$ cat config.mk
export PLATFORM = sky130hd
export DESIGN_NAME = pb_refresh_seq
export DESIGN_NICKNAME = d
export VERILOG_FILES = /design/src/rtl/refseq_pkg.sv /design/src/rtl/refseq_faw_window.sv /design/src/rtl/refseq_debt_ctr.sv /design/src/rtl/refseq_bank_track.sv /design/src/rtl/pb_refresh_seq.sv
export SDC_FILE = /design/constraint.sdc
export NUM_CORES = 1
export LEC_CHECK = 0
export ABC_AREA = 1
export CAP_MARGIN = 15
export CORE_MARGIN = 1.5
export CORE_UTILIZATION = 32
export DETAILED_ROUTE_END_ITERATION = 10
export DONT_BUFFER_PORTS = 1
export PLACE_DENSITY_LB_ADDON = 0.15
export SLEW_MARGIN = 10
export SYNTH_ARGS = -nofsm -noshare
export SYNTH_HDL_FRONTEND = slang
export SYNTH_SLANG_ARGS = --single-unit
$ cat constraint.sdc
create_clock -name clk -period 5.3 [get_ports clk]
set_input_delay 0.53 -clock clk [delete_from_list [all_inputs] [get_ports clk]]
set_output_delay 0.53 -clock clk [all_outputs]
set_load 0.05 [all_outputs]
$ cat src/rtl/refseq_pkg.sv
package refseq_pkg;
  typedef enum logic [1:0] {
    ISSUE_NONE = 2'd0,
    ISSUE_ACT  = 2'd1,
    ISSUE_REF  = 2'd2
  } issue_e;
endpackage

$ cat src/rtl/refseq_faw_window.sv
module refseq_faw_window #(
  parameter int SLOTS   = 4,
  parameter int FAW_CYC = 10
) (
  input  logic clk,
  input  logic rst,
  input  logic issue,
  output logic room
);
  localparam int AW = $clog2(FAW_CYC + 1);
  localparam logic [AW-1:0] AGE_MAX = AW'(FAW_CYC);

  logic [AW-1:0] age_q [SLOTS];

  function automatic logic [AW-1:0] bump(input logic [AW-1:0] a);
    return (a >= AGE_MAX) ? AGE_MAX : a + 1'b1;
  endfunction

  // Ages of the last SLOTS issues, newest in slot 0, saturating at the window
  for (genvar i = 0; i < SLOTS; i++) begin : g_slot
    always_ff @(posedge clk) begin
      if (rst) begin
        age_q[i] <= AGE_MAX;
      end else if (issue) begin
        if (i == 0) age_q[i] <= AW'(1);
        else        age_q[i] <= bump(age_q[i-1]);
      end else begin
        age_q[i] <= bump(age_q[i]);
      end
    end
  end

  assign room = (age_q[SLOTS-1] >= AGE_MAX);

  // nothing is issued while the window is full
  a_r6_issue_has_room: assert property (@(posedge clk) disable iff (rst)
    issue |-> room);
endmodule

$ cat src/rtl/refseq_debt_ctr.sv
module refseq_debt_ctr #(
  parameter int DEBT_MAX = 8,
  localparam int DW = $clog2(DEBT_MAX + 1)
) (
  input  logic          clk,
  input  logic          rst,
  input  logic          tick,
  input  logic          take,
  output logic [DW-1:0] owed,
  output logic          full
);
  logic [DW-1:0] owed_q, owed_d;

  always_comb begin
    owed_d = owed_q - DW'(take);
    if (tick && owed_d != DW'(DEBT_MAX)) owed_d = owed_d + 1'b1;
  end

  always_ff @(posedge clk) begin
    if (rst) owed_q <= '0;
    else     owed_q <= owed_d;
  end

  assign owed = owed_q;
  assign full = (owed_q == DW'(DEBT_MAX));

  // the count stays within its cap
  a_r2_debt_bounded: assert property (@(posedge clk) disable iff (rst)
    owed_q <= DW'(DEBT_MAX));
  // a refresh is only taken against an owed one
  a_r3_take_needs_debt: assert property (@(posedge clk) disable iff (rst)
    take |-> owed_q != '0);
endmodule

$ cat src/rtl/refseq_bank_track.sv
module refseq_bank_track #(
  parameter int NUM_BANKS = 8,
  parameter int RFPB_CYC  = 5,
  localparam int BW = $clog2(NUM_BANKS),
  localparam int CW = $clog2(RFPB_CYC + 1)
) (
  input  logic                 clk,
  input  logic                 rst,
  input  logic                 start,
  input  logic [NUM_BANKS-1:0] bank_idle,
  output logic [BW-1:0]        target,
  output logic                 can_start,
  output logic [NUM_BANKS-1:0] blocked
);
  logic [BW-1:0]        ptr_q;
  logic [CW-1:0]        cnt_q;
  logic [NUM_BANKS-1:0] blk_q;

  always_ff @(posedge clk) begin
    if (rst) begin
      ptr_q <= '0;
      cnt_q <= '0;
      blk_q <= '0;
    end else if (start) begin
      blk_q <= NUM_BANKS'(1) << ptr_q;
      cnt_q <= CW'(RFPB_CYC);
      ptr_q <= (ptr_q == BW'(NUM_BANKS - 1)) ? '0 : ptr_q + 1'b1;
    end else if (cnt_q != '0) begin
      cnt_q <= cnt_q - 1'b1;
      if (cnt_q == CW'(1)) blk_q <= '0;
    end
  end

  assign target    = ptr_q;
  assign can_start = (cnt_q == '0) && bank_idle[ptr_q];
  assign blocked   = blk_q;

  // at most one bank is blocked
  a_r5_blocked_onehot0: assert property (@(posedge clk) disable iff (rst)
    $onehot0(blk_q));
  // a refresh only starts on an idle target
  a_r8_start_on_idle: assert property (@(posedge clk) disable iff (rst)
    start |-> bank_idle[ptr_q]);
endmodule

$ cat src/rtl/pb_refresh_seq.sv
module pb_refresh_seq
  import refseq_pkg::*;
#(
  parameter int NUM_BANKS = 8,
  parameter int RFPB_CYC  = 5,
  parameter int FAW_CYC   = 10,
  parameter int FAW_SLOTS = 4,
  parameter int DEBT_MAX  = 8,
  localparam int BANK_W   = $clog2(NUM_BANKS)
) (
  input  logic                 clk,
  input  logic                 rst,
  input  logic [NUM_BANKS-1:0] bank_idle,
  input  logic                 act_req,
  input  logic                 refresh_tick,
  output logic                 ref_cmd,
  output logic [BANK_W-1:0]    ref_bank,
  output logic [NUM_BANKS-1:0] bank_blocked,
  output logic                 act_grant
);
  localparam int DW = $clog2(DEBT_MAX + 1);

  logic              room, can_start, debt_full, ref_ok, act_ok;
  logic [DW-1:0]     owed;
  logic [BANK_W-1:0] target;
  issue_e            sel;

  refseq_faw_window #(.SLOTS(FAW_SLOTS), .FAW_CYC(FAW_CYC)) u_win (
    .clk(clk), .rst(rst), .issue(sel != ISSUE_NONE), .room(room));

  refseq_debt_ctr #(.DEBT_MAX(DEBT_MAX)) u_debt (
    .clk(clk), .rst(rst), .tick(refresh_tick), .take(sel == ISSUE_REF),
    .owed(owed), .full(debt_full));

  refseq_bank_track #(.NUM_BANKS(NUM_BANKS), .RFPB_CYC(RFPB_CYC)) u_trk (
    .clk(clk), .rst(rst), .start(sel == ISSUE_REF), .bank_idle(bank_idle),
    .target(target), .can_start(can_start), .blocked(bank_blocked));

  // Arbitration: the scheduler's activate first unless the debt is at its cap
  always_comb begin
    ref_ok = (owed != '0) && can_start && room;
    act_ok = act_req && room;
    if (ref_ok && (!act_ok || debt_full)) sel = ISSUE_REF;
    else if (act_ok)                      sel = ISSUE_ACT;
    else                                  sel = ISSUE_NONE;
  end

  always_ff @(posedge clk) begin
    if (rst) begin
      ref_cmd   <= 1'b0;
      ref_bank  <= '0;
      act_grant <= 1'b0;
    end else begin
      ref_cmd   <= (sel == ISSUE_REF);
      act_grant <= (sel == ISSUE_ACT);
      if (sel == ISSUE_REF) ref_bank <= target;
    end
  end

  // outputs are quiet right after reset
  a_r1_reset_quiet: assert property (@(posedge clk)
    rst |=> (!ref_cmd && !act_grant && bank_blocked == '0));
  // refresh and activate never issue together
  a_r7_exclusive: assert property (@(posedge clk) disable iff (rst)
    !(ref_cmd && act_grant));
  // the refresh command is a single-cycle pulse
  a_r3_single_pulse: assert property (@(posedge clk) disable iff (rst)
    ref_cmd |=> !ref_cmd);
  // the reported bank is the one blocked
  a_r5_blocked_matches: assert property (@(posedge clk) disable iff (rst)
    ref_cmd |-> bank_blocked == (NUM_BANKS'(1) << ref_bank));
endmodule

-- Yosys cells after proc, flatten, opt, wreduce, memory -nomap -nowiden
Memory sizes are Yosys's and may differ from the RTL's.
Cells that the tools add are included.
- $add $sub $neg: 8
- order comparisons: 5
- equality and inequality tests: 6
- shifts and indexed selects: 1
- multiplexer cells: 31
- bitwise gates (word level): 8
- reduce and logical (&&, ||, !) cells: 16
- operator list (cell ; number):
    2-to-1 mux 4 bit ; 13
    2-to-1 mux 8 bit ; 3
    adder 4 x 1 -> 4 bit, second input constant ; 5
    >= comparator 4 bit, second input constant ; 4
    2-to-1 mux 1 bit ; 10
    2-to-1 mux 3 bit ; 3
    OR 1 bit ; 8
    << shifter 1 x 3 -> 8 bit, first input constant ; 1
    logical AND 1 bit ; 6
    nonzero test 2 bit ; 3
    equality test 4 bit, second input constant ; 1
    less-than comparator 3 x 4 -> 1 bit, second input constant ; 1
    inequality test 4 bit, second input constant ; 1
    nonzero test 4 bit ; 1
    subtractor 4 x 1 -> 4 bit ; 1
    adder 3 x 1 -> 3 bit, second input constant ; 1
    binary-select mux 1 bit (select 3 bit) ; 1
    equality test 3 x 1 -> 1 bit, second input constant ; 1
    equality test 3 bit, second input constant ; 1
    logical NOT 3 bit ; 1
    nonzero test 3 bit ; 1
    subtractor 3 x 1 -> 3 bit, second input constant ; 1
    equality test 2 x 1 -> 1 bit, second input constant ; 1
    equality test 2 bit, second input constant ; 1
    5 further kinds ; 5
- register bits after elaboration: 23
- memory bits (writable): 16
- output and inout bits: 13
- logic and storage cells: 84
- memories: 1
- memory list (memory ; depth ; width ; read ports ; clocked after memory_dff ; wr ports ; RTL line ; RTL):
    u_win.age_q ; 4 ; 4 ; 4 ; 0 ; 4 ; refseq_faw_window.sv:13 ; logic [AW-1:0] age_q [SLOTS];

-- Depth between registers and ports, before layout
- depth after elaboration: 13
- mapped depth: 16
- gate-level depth less buffers: 16

-- By module
Synthesis repeated with hierarchy kept, for this count alone.
- cell total of the unflattened synthesis: 302
- area, all modules: 2336.0 um2
- by module, submodules not included (module ; instances ; cells an instance ; area each (um2)):
    refseq_faw_window ; 1 ; 116 ; 1007.2
    refseq_bank_track ; 1 ; 103 ; 765.7
    refseq_debt_ctr ; 1 ; 52 ; 329.1
    pb_refresh_seq ; 1 ; 31 ; 234.0

-- Least setup slack after synthesis
No wires, ideal clock.
- kind: register to register
- from: memory u_win.age_q[1][4] (netlist bit)
- to: register u_debt.owed_q[3], in the netlist u_debt.owed[3]
- setup time: 132 ps
- data arrival time: 2176 ps
- data required time: 5168 ps
- setup slack: 2992 ps
- stages on the path, launching flop included: 16
- cell sequence: edfxtp_1 inv_1 ha_1 nand3_1 nand2_2 nand3_4 nand4_4 inv_1 ha_1 ha_1 xnor2_1 nand3_1 nand2_1 inv_1 nand2_1 a21oi_1
- RTL lines (element ; RTL line ; RTL):
    from (decl) ; refseq_faw_window.sv:13 ;
    to (signal assigned) ; refseq_debt_ctr.sv:21 ; else owed_q <= owed_d;
    to (decl) ; refseq_debt_ctr.sv:12 ; logic [DW-1:0] owed_q, owed_d;

==> qor.log <==
[worst_hold_path] hold path start rst
[drt] average wire per cell in the routed design 11.22 µm
[clock_network] H-Tree Depth 2
[grt] vias in the first global route 1703
[power_and_ir_drop] combinational fraction of design power 30.8%
[clock_network] TritonCTS clock tree yes
[power_and_ir_drop] pwr dens 329.4 mW/mm²
[layout] area overhead of the layout relative to synthesis 9.096%
[synthesis] Mapped Cells 298
[power_and_ir_drop] Psw 0.3148 mW
[power_and_ir_drop] internal power 0.5355 mW
[clock_network] cts repair resizes 0
[timing] post-layout min period 2.726 ns
[worst_hold_path] type of the most critical hold path in2reg
[critical_path] peak per-stage delay on the critical path 0.42 ns
[run] reported max-cap violation count 0
[synthesis] dominant synthesized flop cell sky130_fd_sc_hd__dfxtp_1
[critical_path] Required @ worst endpoint 5.48 ns
[placement] Routability Congestion 0.8009
[placement] number of buffers inserted by port buffering 0
[critical_path] critical path's slowest cell sky130_fd_sc_hd__edfxtp_1
[grt] largest net degree at the start of global routing 20
[worst_hold_path] endpoint with the worst hold slack u_trk.blocked[0]
[power_and_ir_drop] share of power burned in registers 45.7%
[timing] total of endpoints with negative setup slack in the final report 0
[timing] Hold Violations, Final 0
[die] die boundary height 88.99 µm
[clock_network] clock transition at the register clock pins on the worst setup and hold paths after CTS 0.08 ns
[clock_network] CTS sink count 39
[critical_path] terminus of the critical flop-to-flop path u_debt.owed[0]
[power_and_ir_drop] clock share of power 23.5%
[timing] Max Slew Vio Count 0
[synthesis] number of distinct library cells after synthesis 33
[layout] fraction of layout instances using a drive strength above 1 8.599%
[timing] transition time at the pin with the least slew margin 0.5808 ns
[layout] Reg area 940.9 µm²
[synthesis] Synth async-reset ratio 0%
[layout] fillcell total 804
[layout] most frequent cells in the layout 73 x sky130_fd_sc_hd__nand2_1, 39 x sky130_fd_sc_hd__inv_1, 31 x sky130_fd_sc_hd__nand3_1
[placement] detailed placement HPWL 3390 µm
[grt] total routing resource utilization after global routing 13.00%
[drt] total number of vias 1814
[clock_network] worst skew pair latency 0.29 ns
[power_and_ir_drop] worst-case vdd ir drop 141.9 µV
[layout] post-route cell area 0.002581 mm²
[synthesis] number of enable flip-flop cells after synthesis 16
[placement] standard cell area after detailed placement 0.002496 mm²
[layout] Ant. Diodes 0
[die] die width 88.99 µm
[critical_path] maximum fanout encountered on the critical timing path 18
[clock_network] total setup buffers inserted after CTS 0
[clock_network] quantity of hold-fixing buffers added after cts 0
[grt] wire length of the first global-routing pass 7852 µm
[critical_path] number of cells on the worst reg-to-reg path 15
[worst_hold_path] number of instances on the worst hold path 1
[critical_path] Critical Path, Cell by Cell inv_1 > ha_1 > nand3_1 > nand2_2 > nand3_4 > nand4_4 > inv_1 > ha_1 > ha_1 > xnor2_1 > nand3_1 > nand2_1 > inv_1 > nor2_1 > nor2_1
[timing] max_slew headroom 61.04%
[critical_path] critical path type reg2reg
[drt] final WL 4635 µm
[outcome] status completed
[drt] iteration-0 DRC count of the detailed router 34
[synthesis] warnings from Yosys 0
[timing] Final Cycle Share 51.43%
[layout] most common cell after layout, fill and taps aside sky130_fd_sc_hd__nand2_1
[clock_network] Root Buffer sky130_fd_sc_hd__clkbuf_8
[grt] GR Overflow Total 0
[drt] via density per instance 4.392
[timing] worst setup skew after layout 0.01054 ns
[grt] initial antenna violation count 0
[synthesis] fraction of the yosys area taken by sequential cells 39.77%
[timing] highest clock rate 366.8 MHz
[die] effective utilization at floorplan 32.80%
[clock_network] total clock buffers created by CTS 5
[die] full die area 0.007918 mm²
[drt] DRT antenna net count 0
[power_and_ir_drop] Leakage 1.165 nW
[critical_path] WP data arrival 2.90 ns
[die] number of standard-cell rows in the floorplan 31
[power_and_ir_drop] Net Sw Frac 37.03%
[critical_path] R2R Setup Slk 2.57 ns
[critical_path] element type at the critical path start flip-flop
[synthesis] total of flip-flops plus latches after synthesis 39
[critical_path] Critical Path Sink Type flip-flop
[timing] setup total negative slack 0 ns
[synthesis] combined area of all synthesized cells 0.002366 mm²
[timing] setup repair after global routing missed its margin no
[synthesis] synthesized area per cell 7.940 µm²
[drt] DRC 0
[layout] area of the multi-input gates 0.001271 mm²
[drt] number of detailed-routing iterations run before antenna repair 4
[critical_path] RR Startpoint u_win.age_q[1][4]
[die] Std-Cell Core Area 0.007214 mm²
[die] Ports 25
[layout] Net count, final 346
[clock_network] maximum clock path buffer count 2
-- cell usage after synthesis, types with 2 or more instances --
cell                       instances  share of area (%)
sky130_fd_sc_hd__a21oi_1          12                2.5
sky130_fd_sc_hd__buf_4             2               0.63
sky130_fd_sc_hd__buf_6             2               0.95
sky130_fd_sc_hd__clkbuf_1          2               0.32
sky130_fd_sc_hd__dfxtp_1          23                 19
sky130_fd_sc_hd__edfxtp_1         16                 20
sky130_fd_sc_hd__ha_1             21                 11
sky130_fd_sc_hd__inv_1            39                6.2
sky130_fd_sc_hd__nand2_1          73                 12
sky130_fd_sc_hd__nand2_2           5                1.3
sky130_fd_sc_hd__nand3_1          31                6.6
sky130_fd_sc_hd__nand3b_1          6                1.9
sky130_fd_sc_hd__nor2_1           23                3.6
sky130_fd_sc_hd__nor2_4            4                1.9
sky130_fd_sc_hd__nor3_1            4               0.85
sky130_fd_sc_hd__o21ai_0          10                2.1
sky130_fd_sc_hd__o21ai_1           2               0.42
sky130_fd_sc_hd__or2_2             3               0.79
sky130_fd_sc_hd__xnor2_1           6                2.2
-- stage by stage --
step                cells  setup slack [ns]  utilization, %  hold WS (ns)  total power, mW
detailed placement    405             2.584           34.60        0.4615           0.6593
CTS                   413             2.556           35.78        0.2901           0.8646
global placement      405             2.630           34.60        0.4644           0.6605
finish                413             2.574           35.78        0.3049           0.8503
global route          413             2.177           35.78        0.2856           0.9242
floorplan             313             2.992               -        0.4387           0.6174
-- critical path, delay by kind of cell (launching register included) --
| kind | cells | cell delay [ns] |
|---|---|---|
| AND/OR/NAND/NOR | 8 | 1.03 |
| adder cells (fa/ha/maj) | 3 | 0.55 |
| flip-flops | 1 | 0.42 |
| buffers and inverters | 3 | 0.31 |
| XOR/XNOR | 1 | 0.29 |
-- worst max-delay path by stage --
| stage | start | endpoint | cells after the start |
|---|---|---|---|
| after global routing | u_win.age_q[1][4] | u_debt.owed[0] | 15 |
| after CTS | u_win.age_q[1][4] | u_debt.owed[0] | 15 |
| after detailed placement | u_win.age_q[1][4] | u_debt.owed[0] | 15 |
| after floorplan | u_win.age_q[1][4] | u_debt.owed[3] | 15 |
| final | u_win.age_q[1][4] | u_debt.owed[0] | 15 |
| after global placement | u_win.age_q[1][4] | u_debt.owed[1] | 15 |
-- logic make-up after synthesis --
| kind of cell | synth area share [%] |
|---|---|
| simple gates | 31.36 |
| buf+inv | 8.884 |
| flops | 39.77 |
| compound gates | 5.712 |
| fa+ha+maj | 11.11 |
| xor+xnor | 2.591 |
| other cells | 0.1585 |
| mux | 0.4231 |
-- layer usage --
layer  vias to the layer above  global-route usage [%]  wire (µm)
met1                       818                   17.17       2322
met4                         0                   3.776         32
met2                        22                   21.07       2105
met5                         -                       0          0
li1                        969                       -          -
met3                         5                   3.324        174
-- sequential cells by signal, summed over array words and instances, names as in the netlist --
name	count
act_grant	1
ref_bank	3
ref_cmd	1
u_debt.owed	4
u_trk.blocked	8
u_trk.cnt_q	3
u_trk.target	3
u_win.age_q	16
-- layout make-up --
cell class                 count  area share [%]
tap                           99           4.799
clock buffer                   6           2.811
inverter                      42           6.205
sequential                    39           36.45
multi-input combinational    225           49.25
clock inverter                 2          0.4847
-- power groups by stage --
stage / logic [mW] / clock network [mW] / registers [mW]
after floorplan: 0.233 / 0 / 0.385
after global placement: 0.265 / 0 / 0.395
after detailed placement: 0.263 / 0 / 0.396
after CTS: 0.266 / 0.210 / 0.389
after global routing: 0.310 / 0.220 / 0.394
final: 0.262 / 0.200 / 0.388
Power figures use the tool's default switching activity.
